**src/rtl/pio_shadow_pkg.sv**
```systemverilog
package pio_shadow_pkg;
    typedef enum logic [1:0] {
        ST_IDLE   = 2'd0,
        ST_XFER   = 2'd1,
        ST_FINISH = 2'd2
    } pio_state_t;
endpackage

```
**src/rtl/pio_word_counter.sv**
```systemverilog
module pio_word_counter #(
    parameter int CNT_W = 16
) (
    input  logic             clk,
    input  logic             rst_n,
    input  logic             load,
    input  logic [CNT_W-1:0] load_words,
    input  logic             dec,
    output logic [CNT_W-1:0] count,
    output logic             is_zero,
    output logic             is_one
);
    localparam logic [CNT_W-1:0] ONE = CNT_W'(1);

    always_ff @(posedge clk) begin
        if (!rst_n) begin
            count <= '0;
        end else if (load) begin
            count <= load_words;
        end else if (dec && (count != '0)) begin
            count <= count - ONE;
        end
    end

    assign is_zero = (count == '0);
    assign is_one  = (count == ONE);

    AST_STEP_DEC: assert property (@(posedge clk) disable iff (!rst_n)
        (dec && !load && !is_zero) |=> (count == $past(count) - ONE));

    AST_ZERO_FLOOR: assert property (@(posedge clk) disable iff (!rst_n)
        (!load && is_zero) |=> is_zero);
endmodule

```
**src/rtl/pio_seq_fsm.sv**
```systemverilog
module pio_seq_fsm
    import pio_shadow_pkg::*;
(
    input  logic       clk,
    input  logic       rst_n,
    input  logic       frame_in,
    input  logic       load_zero,
    input  logic       step,
    input  logic       last_step,
    output pio_state_t state,
    output logic       busy,
    output logic       apply_end
);
    pio_state_t nxt;

    // state register
    always_ff @(posedge clk) begin
        if (!rst_n) state <= ST_IDLE;
        else        state <= nxt;
    end

    // next state
    always_comb begin
        nxt = state;
        unique case (state)
            ST_IDLE: begin
                if (frame_in) nxt = load_zero ? ST_FINISH : ST_XFER;
            end
            ST_XFER: begin
                if (frame_in)                nxt = load_zero ? ST_FINISH : ST_XFER;
                else if (step && last_step)  nxt = ST_FINISH;
            end
            ST_FINISH: begin
                if (frame_in) nxt = load_zero ? ST_FINISH : ST_XFER;
                else          nxt = ST_IDLE;
            end
            default: nxt = ST_IDLE;
        endcase
    end

    // outputs
    always_comb begin
        busy      = 1'b0;
        apply_end = 1'b0;
        unique case (state)
            ST_IDLE:   ;
            ST_XFER:   busy = 1'b1;
            ST_FINISH: apply_end = !frame_in;
            default:   ;
        endcase
    end

    AST_FINISH_LEAVES: assert property (@(posedge clk) disable iff (!rst_n)
        (state == ST_FINISH && !frame_in) |=> (state == ST_IDLE));
endmodule

```
**src/rtl/pio_shadow_regs.sv**
```systemverilog
module pio_shadow_regs #(
    parameter int                STAT_W     = 8,
    parameter logic [STAT_W-1:0] RST_STATUS = '0
) (
    input  logic              clk,
    input  logic              rst_n,
    input  logic              frame_in,
    input  logic [STAT_W-1:0] init_status,
    input  logic [STAT_W-1:0] end_status,
    input  logic [STAT_W-1:0] err_in,
    input  logic              irq_req,
    input  logic              apply_end,
    output logic [STAT_W-1:0] shadow_status,
    output logic [STAT_W-1:0] shadow_error,
    output logic [STAT_W-1:0] end_hold,
    output logic              irq_pulse
);
    logic irq_en;

    always_ff @(posedge clk) begin
        if (!rst_n) begin
            shadow_status <= RST_STATUS;
            shadow_error  <= '0;
            end_hold      <= '0;
            irq_en        <= 1'b0;
            irq_pulse     <= 1'b0;
        end else begin
            irq_pulse <= 1'b0;
            if (frame_in) begin
                shadow_status <= init_status;
                shadow_error  <= err_in;
                end_hold      <= end_status;
                irq_en        <= irq_req;
            end else if (apply_end) begin
                shadow_status <= end_hold;
                irq_pulse     <= irq_en;
            end
        end
    end

    AST_IRQ_SINGLE: assert property (@(posedge clk) disable iff (!rst_n)
        irq_pulse |=> !irq_pulse);

    AST_ERR_HELD: assert property (@(posedge clk) disable iff (!rst_n)
        !frame_in |=> $stable(shadow_error));
endmodule

```
**src/rtl/pio_shadow_ctl.sv**
```systemverilog
module pio_shadow_ctl
    import pio_shadow_pkg::*;
#(
    parameter int                STAT_W     = 8,
    parameter int                BYTE_W     = 16,
    parameter logic [STAT_W-1:0] RST_STATUS = '0
) (
    input  logic              clk,
    input  logic              rst_n,
    input  logic              frame_valid,
    input  logic              frame_dir,
    input  logic              frame_irq,
    input  logic [STAT_W-1:0] frame_status,
    input  logic [STAT_W-1:0] frame_end_status,
    input  logic [STAT_W-1:0] frame_error,
    input  logic [BYTE_W-1:0] frame_bytes,
    input  logic              cpu_rd,
    input  logic              cpu_wr,
    output logic [STAT_W-1:0] shadow_status,
    output logic [STAT_W-1:0] shadow_error,
    output logic [BYTE_W-1:0] words_left,
    output logic              xfer_active,
    output logic              end_irq,
    output logic              overrun
);
    localparam int HALF_W = BYTE_W - 1;

    logic [BYTE_W-1:0] load_words;
    logic              dir_q;
    logic              cnt_zero;
    logic              cnt_one;
    logic              step;
    logic              apply_end;
    logic              stray;
    logic [STAT_W-1:0] end_hold;
    pio_state_t        state;

    // bytes to words, rounding an odd byte up
    assign load_words = {1'b0, frame_bytes[BYTE_W-1:1]} + {{HALF_W{1'b0}}, frame_bytes[0]};

    always_ff @(posedge clk) begin
        if (!rst_n)           dir_q <= 1'b0;
        else if (frame_valid) dir_q <= frame_dir;
    end

    assign step  = xfer_active && !frame_valid && (dir_q ? cpu_rd : cpu_wr);
    assign stray = !frame_valid && cnt_zero && (cpu_rd || cpu_wr);

    always_ff @(posedge clk) begin
        if (!rst_n) overrun <= 1'b0;
        else        overrun <= stray;
    end

    pio_word_counter #(.CNT_W(BYTE_W)) u_cnt (
        .clk       (clk),
        .rst_n     (rst_n),
        .load      (frame_valid),
        .load_words(load_words),
        .dec       (step),
        .count     (words_left),
        .is_zero   (cnt_zero),
        .is_one    (cnt_one)
    );

    pio_seq_fsm u_fsm (
        .clk      (clk),
        .rst_n    (rst_n),
        .frame_in (frame_valid),
        .load_zero(load_words == '0),
        .step     (step),
        .last_step(cnt_one),
        .state    (state),
        .busy     (xfer_active),
        .apply_end(apply_end)
    );

    pio_shadow_regs #(.STAT_W(STAT_W), .RST_STATUS(RST_STATUS)) u_regs (
        .clk          (clk),
        .rst_n        (rst_n),
        .frame_in     (frame_valid),
        .init_status  (frame_status),
        .end_status   (frame_end_status),
        .err_in       (frame_error),
        .irq_req      (frame_irq),
        .apply_end    (apply_end),
        .shadow_status(shadow_status),
        .shadow_error (shadow_error),
        .end_hold     (end_hold),
        .irq_pulse    (end_irq)
    );

    AST_FRAME_LOAD: assert property (@(posedge clk) disable iff (!rst_n)
        frame_valid |=> (shadow_status == $past(frame_status)
                         && shadow_error == $past(frame_error)));

    AST_END_STATUS: assert property (@(posedge clk) disable iff (!rst_n)
        (step && cnt_one) ##1 !frame_valid |=> (shadow_status == $past(end_hold)));

    AST_NO_OVERFLOW: assert property (@(posedge clk) disable iff (!rst_n)
        overrun |-> (words_left == $past(words_left)));

    AST_STATE_LEGAL: assert property (@(posedge clk) disable iff (!rst_n)
        (state != 2'd3));
endmodule

```
**config.mk**
```make
export PLATFORM = sky130hd
export DESIGN_NAME = pio_shadow_ctl
export DESIGN_NICKNAME = d
export VERILOG_FILES = /design/src/rtl/pio_shadow_pkg.sv /design/src/rtl/pio_word_counter.sv /design/src/rtl/pio_seq_fsm.sv /design/src/rtl/pio_shadow_regs.sv /design/src/rtl/pio_shadow_ctl.sv
export SDC_FILE = /design/constraint.sdc
export NUM_CORES = 1
export LEC_CHECK = 0
export CORE_AREA = 2 2 69 104
export DETAILED_ROUTE_END_ITERATION = 8
export DIE_AREA = 0 0 71 106
export MAX_ROUTING_LAYER = met4
export PLACE_DENSITY = 0.69
export SLEW_MARGIN = 20
export SYNTH_ARGS = -nofsm -noshare
export SYNTH_HDL_FRONTEND = slang
export SYNTH_SLANG_ARGS = --single-unit
```
**constraint.sdc**
```tcl
create_clock -name clk -period 3.48 [get_ports clk]
set_clock_uncertainty 0.15 [all_clocks]
set_input_delay 0.348 -clock clk [delete_from_list [all_inputs] [get_ports clk]]
set_output_delay 0.348 -clock clk [all_outputs]
set_load 0.05 [all_outputs]
```
==> results of run 1 <==
==> cells in the mapped netlist, types with 6 or more instances <==
cell	instances
nand3_1	10
a211oi_1	11
xor2_1	8
nor2_1	41
dfxtp_1	46
clkbuf_1	16
nor4_1	9
o21a_1	6
nand2_1	16
nor3_1	15
xnor2_1	13
a21oi_1	10
mux2i_1	27
nand4_1	10
==> power breakdown <==
part           internal, mW  total, mW  switching, mW  leakage (nW)
clock network         0.182      0.368          0.185        0.0544
logic                 0.158      0.378          0.219         0.941
registers             0.559      0.589         0.0303         0.380
total                 0.900       1.33          0.435          1.38
==> flip-flops by register name, summed over array words and instances (netlist names) <==
register              flops
dir_q                     1
overrun                   1
u_cnt.count              16
u_fsm.state               2
u_regs.end_hold           8
u_regs.irq_en             1
u_regs.irq_pulse          1
u_regs.shadow_error       8
u_regs.shadow_status      8
==> cells by family (layout without fill, tap and decap cells) <==
kind of cell | count (synthesis) | after routing | synth area share
simple gates | 123 | 123 | 0.245
compound gates | 55 | 55 | 0.156
flops | 46 | 46 | 0.356
mux | 29 | 29 | 0.113
buf+inv | 26 | 100 | 0.0383
xor+xnor | 21 | 21 | 0.0712
fa+ha+maj | 4 | 4 | 0.0194
==> worst reg2reg max path: cells and delay by family (launching register included) <==
kind	cells	cell delay [ns]
mux	1	0.34
simple gates	2	1.26
compound gates	2	0.38
flops	1	0.38
==> layout make-up <==
cell class              instances  area [sq um]  share of cell area
multi-input cells             232          1560               0.440
flip-flops and latches         46           921               0.259
repair buffers                 86           843               0.237
well taps                      78          97.6              0.0275
clock buffers                   7          96.3              0.0271
inverters                       6          22.5             0.00634
clock inverters                 1          8.76             0.00246
==> per-stage QoR <==
step	std cells	util	worst slack (ns)	hold slack (ns)	cell area, sq um
2_1_floorplan	304	-	0.912	0.310	2580
3_3_place_gp	448	0.514	0.805	0.321	3450
3_5_place_dp	448	0.514	0.760	0.332	3450
4_1_cts	456	0.529	0.890	0.352	3550
5_1_grt	456	0.529	0.785	0.372	3550
6_report	456	0.529	0.889	0.350	3550
==> layer usage <==
layer,routed length [microns],global-route usage,share of wire
met5,0,-,0
met4,177,0.0728,0.025
met3,278,0.0284,0.040
met2,3690,0.340,0.53
met1,2830,0.217,0.41
==> how the worst min path moves through the flow <==
stage | to | start | slack, ns | cells past startpoint
after floorplan | u_regs.end_hold[0]$_SDFFE_PN0P_ | u_regs.end_hold[0]$_SDFFE_PN0P_ | 0.31 | 2
after global placement | u_regs.end_hold[4]$_SDFFE_PN0P_ | u_regs.end_hold[4]$_SDFFE_PN0P_ | 0.32 | 2
after detailed placement | u_regs.end_hold[4]$_SDFFE_PN0P_ | u_regs.end_hold[4]$_SDFFE_PN0P_ | 0.33 | 2
after CTS | u_regs.shadow_error[0]$_SDFFE_PN0P_ | u_regs.shadow_error[0]$_SDFFE_PN0P_ | 0.35 | 2
after global routing | u_regs.shadow_error[0]$_SDFFE_PN0P_ | u_regs.shadow_error[0]$_SDFFE_PN0P_ | 0.37 | 2
final | u_regs.shadow_error[1]$_SDFFE_PN0P_ | u_regs.shadow_error[1]$_SDFFE_PN0P_ | 0.35 | 2
==> summary.md, run 1 <==
| Metric | Value |
|---|---|
| RSZ-0062 raised after global routing | false |
| Leading area contributor after synthesis | dfxtp_1 |
| Clock insertion delay at the later pin of the skew report | 0.30 ns |
| Netlist cell types | 51 |
| Root Buffer Master | clkbuf_8 |
| Placer Congestion | 0.895 |
| CTS resizes | 0 |
| Max Fclk | 386 MHz |
| Drt pass-1 iters | 4 |
| Most common cell after layout, fill and taps aside | clkdlybuf4s50_1 |
| P&R area growth vs syn | 37.5% |
| I/O pin total | 82 |
| Gr usage total | 0.193 |
| # DRC | 0 |
| Yosys top cell area share | 0.356 |
| Post-CTS Hold Fix Bufs | 0 |
| Clock sinks | 46 |
| Die Ht | 106 microns |
| Mapped Cells | 304 |
| Sequential area share after synthesis | 0.356 |
| Critical Path AT | 2.65 ns |
| Most frequent cells in the layout | clkdlybuf4s50_1 (80), dfxtp_1 (46), nor2_1 (41), mux2i_1 (27), nand2_1 (16) |
| LEAKAGE | 1.38 nW |
| Final period utilization | 0.745 |
| Post-route ant nets | 0 |
| Top cells by area, synth | dfxtp_1 (36%), mux2i_1 (10%), nor2_1 (6.0%), xnor2_1 (4.4%), a211oi_1 (3.2%) |
| Die footprint | 7530 sq um |
| Final nets | 428 |
| Initial antenna violation count | 0 |
| Setup crit end | u_cnt.count[14]$_SDFFE_PN0P_ |
| Avg Cell Area, Syn | 8.50 sq um |
| Max_cap viols | 0 |
| CP cell instances | or4_1, nor4b_4, a21oi_4, mux2_1, o211a_1 |
| Critical path depth | 5 |
| Yosys reg bits | 46 |
| CP max stage delay | 0.72 ns |
| Slew HR | 0.615 |
| Cell row count | 37 |
| Final Hold Fails | 0 |
| DR WL/cell | 15.3 microns |
| WP data required | 3.54 ns |
| Total congestion overflow | 0 |
| R2R depth | 5 |
| Buf/Inv on CP | 0 |
| Outcome | complete, no violations |
| Setup crit start | u_cnt.count[3]$_SDFFE_PN0P_ |
| Critical path capture point type | flop |
| Mapped cell area | 2580 sq um |
| Total Power | 1.33 mW |
| PD cells | 376 nW/um^2 |
| Die W | 71 microns |
| Total CTS buffers | 5 |
| Synth Flop Type | dfxtp_1 |
| Min-delay worst type | reg2reg |
| Port bufs | 81 |
| DP HPWL | 5.29 mm |
| First-pass GRT wire length | 11.5 mm |
| Crit Path Max Fanout | 8 |
| Setup bufs post-CTS | 0 |
| Largest net degree at the start of global routing | 26 |
| Worst VDD drop | 0.262 mV |
| R2r setup slk | 0.89 ns |
| Vias in the first global route | 2450 |
| Detailed-route via count | 2469 |
| Crit-path slowest cell | or4_1 |
| Clk pin slew, worst setup/hold paths | 0.09 ns |
| Starting density of the core | 0.385 |
| Yosys warns | 0 |
| Ant. Diodes | 0 |
| CTS H-Tree Depth | 2 |
| DRT Wirelength | 6.97 mm |
| Setup crit start kind | flop |
| Setup violators final | 0 |
| Post-synth EDFFs | 0 |
| Placeable core area | 6710 sq um |
| Critical path class | reg2reg |
| Max Transition Viols Final | 0 |
| Fin crit period | 2.59 ns |
| Clock tree buffer depth | 2 |
| CTS tree | done |
| Critical R2R Capture | u_cnt.count[14]$_SDFFE_PN0P_ |
| # fillers | 627 |
| Vias per inst | 5.41 |
| FF-to-FF Start | u_cnt.count[3]$_SDFFE_PN0P_ |
| Post-Syn Nets | 355 |
| Setup TNS | 0 ns |
| Detailed Route Iter0 Violations | 91 |
| Worst slew pin tran | 0.578 ns |
| Critical path's top delay family | simple AND/OR/NAND/NOR gates |
| Async SR Flop Fraction | 0 |
| Layout cells sized above 1 | 0.0582 |
Power figures use the tool's default switching activity.
==> run 2, diff against run 1 <==
PLACE_DENSITY = 0.72   (was 0.69)
clock period = 2.2 ns   (was 3.48 ns; I/O delays follow)
==> run 2 against run 1 <==
Combinational power rose by 89%. Global-route usage rose by 1.5 points. Clock-buffer cell count fell by 1. Critical endpoint is now u_cnt.count[3]$_SDFFE_PN0P_.
==> summary.md, run 2 (synthesis results as in run 1) <==
| Metric | Value |
|---|---|
| Gr usage total | 0.208 |
| Placeable core area | 6710 sq um |
| Post-CTS Hold Fix Bufs | 0 |
| R2R depth | 6 |
| P&R area growth vs syn | 54.7% |
| Met2 wire length | 3.98 mm |
| Worst slew pin tran | 0.564 ns |
| Max Transition Viols Final | 0 |
| I/O pin total | 82 |
| Final nets | 480 |
| Fin crit period | 2.19 ns |
| DP HPWL | 5.85 mm |
| WP data required | 2.24 ns |
| R2r setup slk | 0.008 ns |
| CTS H-Tree Depth | 2 |
| Largest Register | u_cnt.count |
| Detailed-route via count | 2703 |
| CTS tree | done |
| DR WL/cell | 14.7 microns |
| Post-route ant nets | 0 |
| Most frequent cells in the layout | clkdlybuf4s50_1 (79), buf_4 (57), nor2_1 (41), dfxtp_1 (37), mux2i_1 (27) |
| Vias in the first global route | 2695 |
| Highest routed layer | met4 |
| Ant. Diodes | 0 |
| First-pass GRT wire length | 12.4 mm |
| Drt pass-1 iters | 4 |
| Min-delay worst type | in2reg |
| Worst VDD drop | 0.372 mV |
| Die W | 71 microns |
| Placer Congestion | 0.862 |
| LEAKAGE | 1.63 nW |
| Setup crit start kind | flop |
| Setup violators final | 0 |
| WHS Endpoint | u_regs.shadow_status[1]$_SDFFE_PN0P_ |
| FF-to-FF Start | u_cnt.count[11]$_SDFFE_PN0P_ |
| Max_cap viols | 0 |
| Clock tree buffer depth | 2 |
| Area after DPL | 3840 sq um |
| Starting density of the core | 0.385 |
| Cell row count | 37 |
| Die Ht | 106 microns |
| DRT Wirelength | 7.43 mm |
| Initial antenna violation count | 0 |
| Clock sinks | 46 |
| Most common cell after layout, fill and taps aside | clkdlybuf4s50_1 |
| Register area | 940 sq um |
| WL met1 | 2.92 mm |
| Clk pin slew, worst setup/hold paths | 0.08 ns |
| Total CTS buffers | 5 |
| Multi-input gate area | 1630 sq um |
| Met3 WL post-DR | 322 microns |
| Outcome | complete, no violations |
| PD cells | 532 nW/um^2 |
| Critical path class | reg2reg |
| Total congestion overflow | 0 |
| Clock insertion delay at the later pin of the skew report | 0.30 ns |
| Layout cells sized above 1 | 0.212 |
| # DRC | 0 |
| Dpl ws | -0.360 ns |
| Final Hold Fails | 0 |
| Largest register FFs | 16 |
| Die footprint | 7530 sq um |
| Final period utilization | 0.997 |
| Root Buffer Master | clkbuf_8 |
| Crit Path Max Fanout | 5 |
| # placed instances | 498 |
| Max Fclk | 456 MHz |
| Vias per inst | 5.33 |
| Slew HR | 0.624 |
| Largest net degree at the start of global routing | 24 |
| Setup crit start | u_cnt.count[11]$_SDFFE_PN0P_ |
| Detailed Route Iter0 Violations | 114 |
| Hold slack | 0.344 ns |
| Critical R2R Capture | u_cnt.count[3]$_SDFFE_PN0P_ |
| Util after Layout | 0.595 |
| Port bufs | 81 |
| Critical path capture point type | flop |
| Setup TNS | 0 ns |
| Worst hold path stage count | 3 |
| # fillers | 612 |
| Critical Path AT | 2.24 ns |
| Final setup margin | 0.00760 ns |
| Hold Crit Start | frame_status[1] |
| Non-Filler Instances | 507 |
| RSZ-0062 raised after global routing | true |
| Total Power | 2.13 mW |
| Finished Cell Area | 4000 sq um |
## run 2: cell count changes in the layout (fill, tap and decap cells not counted), sizes merged
cell,delta
buf,+52
clkbuf,-1
clkdlybuf4s50,-1
clkinv,-1
dlygate4sd2,+1
inv,+1
## run 2: cell type report
type	count	area share
clock buffer	6	0.0182
tap	78	0.0244
multi-input combinational	232	0.407
clock inverter	1	0.00157
inverter	6	0.00564
sequential	46	0.235
timing repair buffer	138	0.308
## run 2: how the worst max path moves through the flow
stage / depth (start not counted) / slack [ns] / end
6_report: 6 / 0.008 / u_cnt.count[3]$_SDFFE_PN0P_
5_1_grt: 6 / -0.06 / u_cnt.count[3]$_SDFFE_PN0P_
4_1_cts: 6 / -0.002 / u_cnt.count[3]$_SDFFE_PN0P_
3_5_place_dp: 8 / -0.36 / u_fsm.state[0]$_SDFFE_PN0P_
3_3_place_gp: 8 / -0.31 / u_fsm.state[0]$_SDFFE_PN0P_
2_1_floorplan: 6 / -0.22 / u_cnt.count[14]$_SDFFE_PN0P_
## run 2: critical path, stage by stage, from the launching register on
cell and delay, ns:
dfxtp_2 0.33, or4_4 0.56, nor4b_4 0.39, a21oi_4 0.12, buf_4 0.17, a22o_2 0.21
o21a_1 0.16
## run 2: metal layers
layer | GRT usage | up-vias
met5 | - | -
met4 | 0.0782 | 0
met3 | 0.0294 | 14
met2 | 0.383 | 69
met1 | 0.221 | 1265
li1 | - | 1355
## run 2: power breakdown
part / total (mW) / internal [mW] / leakage [nW] / switching (mW)
Combinational: 0.713 / 0.329 / 1.21 / 0.383
Sequential: 0.919 / 0.885 / 0.384 / 0.0347
Clock: 0.493 / 0.219 / 0.0416 / 0.275
## run 2: timing repair
item                                    4_1_cts  5_1_grt
setup buffers                                 1        1
resized for setup                             7        6
endpoints found under the setup margin       11       10
pin swaps                                     6        5
==> run 3, diff against run 2 <==
PLACE_DENSITY = 0.69   (was 0.72)
clock period = 2.7 ns   (was 2.2 ns; I/O delays follow)
==> run 3 against run 2 <==
Final cell count decreased by 8.7%. Largest power group unchanged. Sequential power decreased by 18%. Critical path type unchanged. Critical path depth decreased by 1. Maximum frequency decreased by 10%. Non-clock buffer count decreased by 45. Critical endpoint is now u_cnt.count[14]$_SDFFE_PN0P_.
==> summary.md, run 3 (synthesis results as in run 1) <==
| Metric | Value |
|---|---|
| Outcome | complete, no violations |
| Vias in the first global route | 2478 |
| Clock insertion delay at the later pin of the skew report | 0.31 ns |
| Setup violators final | 0 |
| Layout cells sized above 1 | 0.0727 |
| Clk pwr share | 0.296 |
| Critical path capture point type | flop |
| Max Fclk | 410 MHz |
| Crit-path slowest cell | or4_1 |
| CP max stage delay | 0.71 ns |
| Seq pwr share | 0.427 |
| Total CTS buffers | 5 |
| Hold Crit Start | frame_valid |
| Detailed Route Iter0 Violations | 96 |
| Initial antenna violation count | 0 |
| I/O pin total | 82 |
| Worst VDD drop | 0.316 mV |
| Final Hold Fails | 0 |
| Setup crit start | u_cnt.count[3]$_SDFFE_PN0P_ |
| Min-delay worst type | in2reg |
| NetSw | 0.570 mW |
| Sw Share | 0.321 |
| Clock sinks | 46 |
| Final setup margin | 0.261 ns |
| PD cells | 492 nW/um^2 |
| Largest net degree at the start of global routing | 35 |
| Clk pin slew, worst setup/hold paths | 0.09 ns |
| Most frequent cells in the layout | clkdlybuf4s50_1 (80), dfxtp_1 (46), nor2_1 (41), mux2i_1 (27), nand2_1 (16) |
| DRT Wirelength | 6.97 mm |
| Clock tree buffer depth | 2 |
| Max Transition Viols Final | 0 |
| Setup bufs post-CTS | 0 |
| Vias per inst | 5.46 |
| Port bufs | 81 |
| Post-route ant nets | 0 |
| Dpl ws | 0.0189 ns |
| CTS H-Tree Depth | 2 |
| Starting density of the core | 0.385 |
| Critical Path AT | 2.50 ns |
| Slew HR | 0.616 |
| # DRC | 0 |
| WP data required | 2.76 ns |
| Die footprint | 7530 sq um |
| Largest Register | u_cnt.count |
| Critical path class | reg2reg |
| FF-to-FF Start | u_cnt.count[3]$_SDFFE_PN0P_ |
| First-pass GRT wire length | 11.5 mm |
| Total congestion overflow | 0 |
| Detailed-route via count | 2527 |
| Ant. Diodes | 0 |
| Fin crit period | 2.44 ns |
| Placer Congestion | 0.877 |
| Final period utilization | 0.903 |
| DR WL/cell | 15.0 microns |
| Gr usage total | 0.193 |
| Setup crit start kind | flop |
| Most common cell after layout, fill and taps aside | clkdlybuf4s50_1 |
| CP cell instances | or4_1, nor4b_4, a21oi_4, mux2_1, o211a_1 |
| Crit Path Max Fanout | 8 |
| Root Buffer Master | clkbuf_8 |
| Largest register FFs | 16 |
| Worst slew pin tran | 0.576 ns |
| DP HPWL | 5.25 mm |
| Drt pass-1 iters | 4 |
| Final nets | 435 |
| CTS resizes | 0 |
| Util after Layout | 0.538 |
| Post-CTS Hold Fix Bufs | 0 |
| Placeable core area | 6710 sq um |
| P&R area growth vs syn | 39.8% |
| Die W | 71 microns |
| LEAKAGE | 1.41 nW |
| RSZ-0062 raised after global routing | false |
| Internal power | 1.21 mW |
| Die Ht | 106 microns |
| Max_cap viols | 0 |
| Setup TNS | 0 ns |
| CTS tree | done |
| Cell row count | 37 |
| Gate power share | 0.277 |
-- run 3: cell types whose count changed in the layout (fill, tap and decap cells not counted), moves of 2 or more --
| cell | previous run | this run |
|---|---|---|
| buf_4 | 57 | 12 |
| dfxtp_1 | 37 | 46 |
| dfxtp_2 | 6 | 0 |
| dfxtp_4 | 3 | 0 |
| nor3_1 | 12 | 15 |
| nor3_2 | 3 | 0 |
| ha_1 | 2 | 4 |
| ha_4 | 2 | 0 |
| or4_1 | 0 | 2 |
| or4_4 | 2 | 0 |
-- run 3: area by class of cell --
cell class              count  area (sq um)
inverters                   6          22.5
well taps                  78          97.6
flip-flops and latches     46           921
clock inverters             2          37.5
repair buffers             93           896
multi-input cells         232          1560
fillers                   626          3100
clock buffers               6          72.6
-- run 3: per-stage QoR --
step,power [mW],instances,area [sq um],hold slack [ns]
final,1.78,463,3610,0.288
after global routing,1.85,463,3610,0.330
after CTS,1.79,463,3610,0.298
after detailed placement,1.27,455,3500,0.336
after global placement,1.26,455,3500,0.322
after floorplan,1.07,304,2580,0.256
-- run 3: power groups by stage --
| stage | registers, mW | logic (mW) | clock network [mW] |
|---|---|---|---|
| detailed placement | 0.774 | 0.492 | 0 |
| global route | 0.765 | 0.527 | 0.557 |
| floorplan | 0.879 | 0.194 | 0 |
| CTS | 0.759 | 0.495 | 0.534 |
| finish | 0.758 | 0.492 | 0.527 |
| global placement | 0.773 | 0.489 | 0 |
-- run 3: critical path, delay by kind of cell (launching register included) --
kind	cells	cell delay (ns)
simple gates	2	1.12
compound gates	2	0.35
mux	1	0.34
flops	1	0.38
-- run 3: worst paths after layout --
kind	cells after the start	slack, ns	to
max	5	0.26	u_cnt.count[14]$_SDFFE_PN0P_
min	4	0.29	u_regs.irq_en$_SDFFE_PN0P_
max reg2reg	5	0.26	u_cnt.count[14]$_SDFFE_PN0P_
min reg2reg	2	0.35	u_regs.shadow_error[1]$_SDFFE_PN0P_
-- run 3: metal layers --
metal / up-vias / global-route usage / share of wire / wire length [microns]
met4: 0 / 0.0809 / 0.020 / 136
met2: 66 / 0.341 / 0.53 / 3680
li1: 1269 / - / - / -
met5: - / - / 0 / 0
met3: 11 / 0.0389 / 0.047 / 329
met1: 1181 / 0.207 / 0.40 / 2820
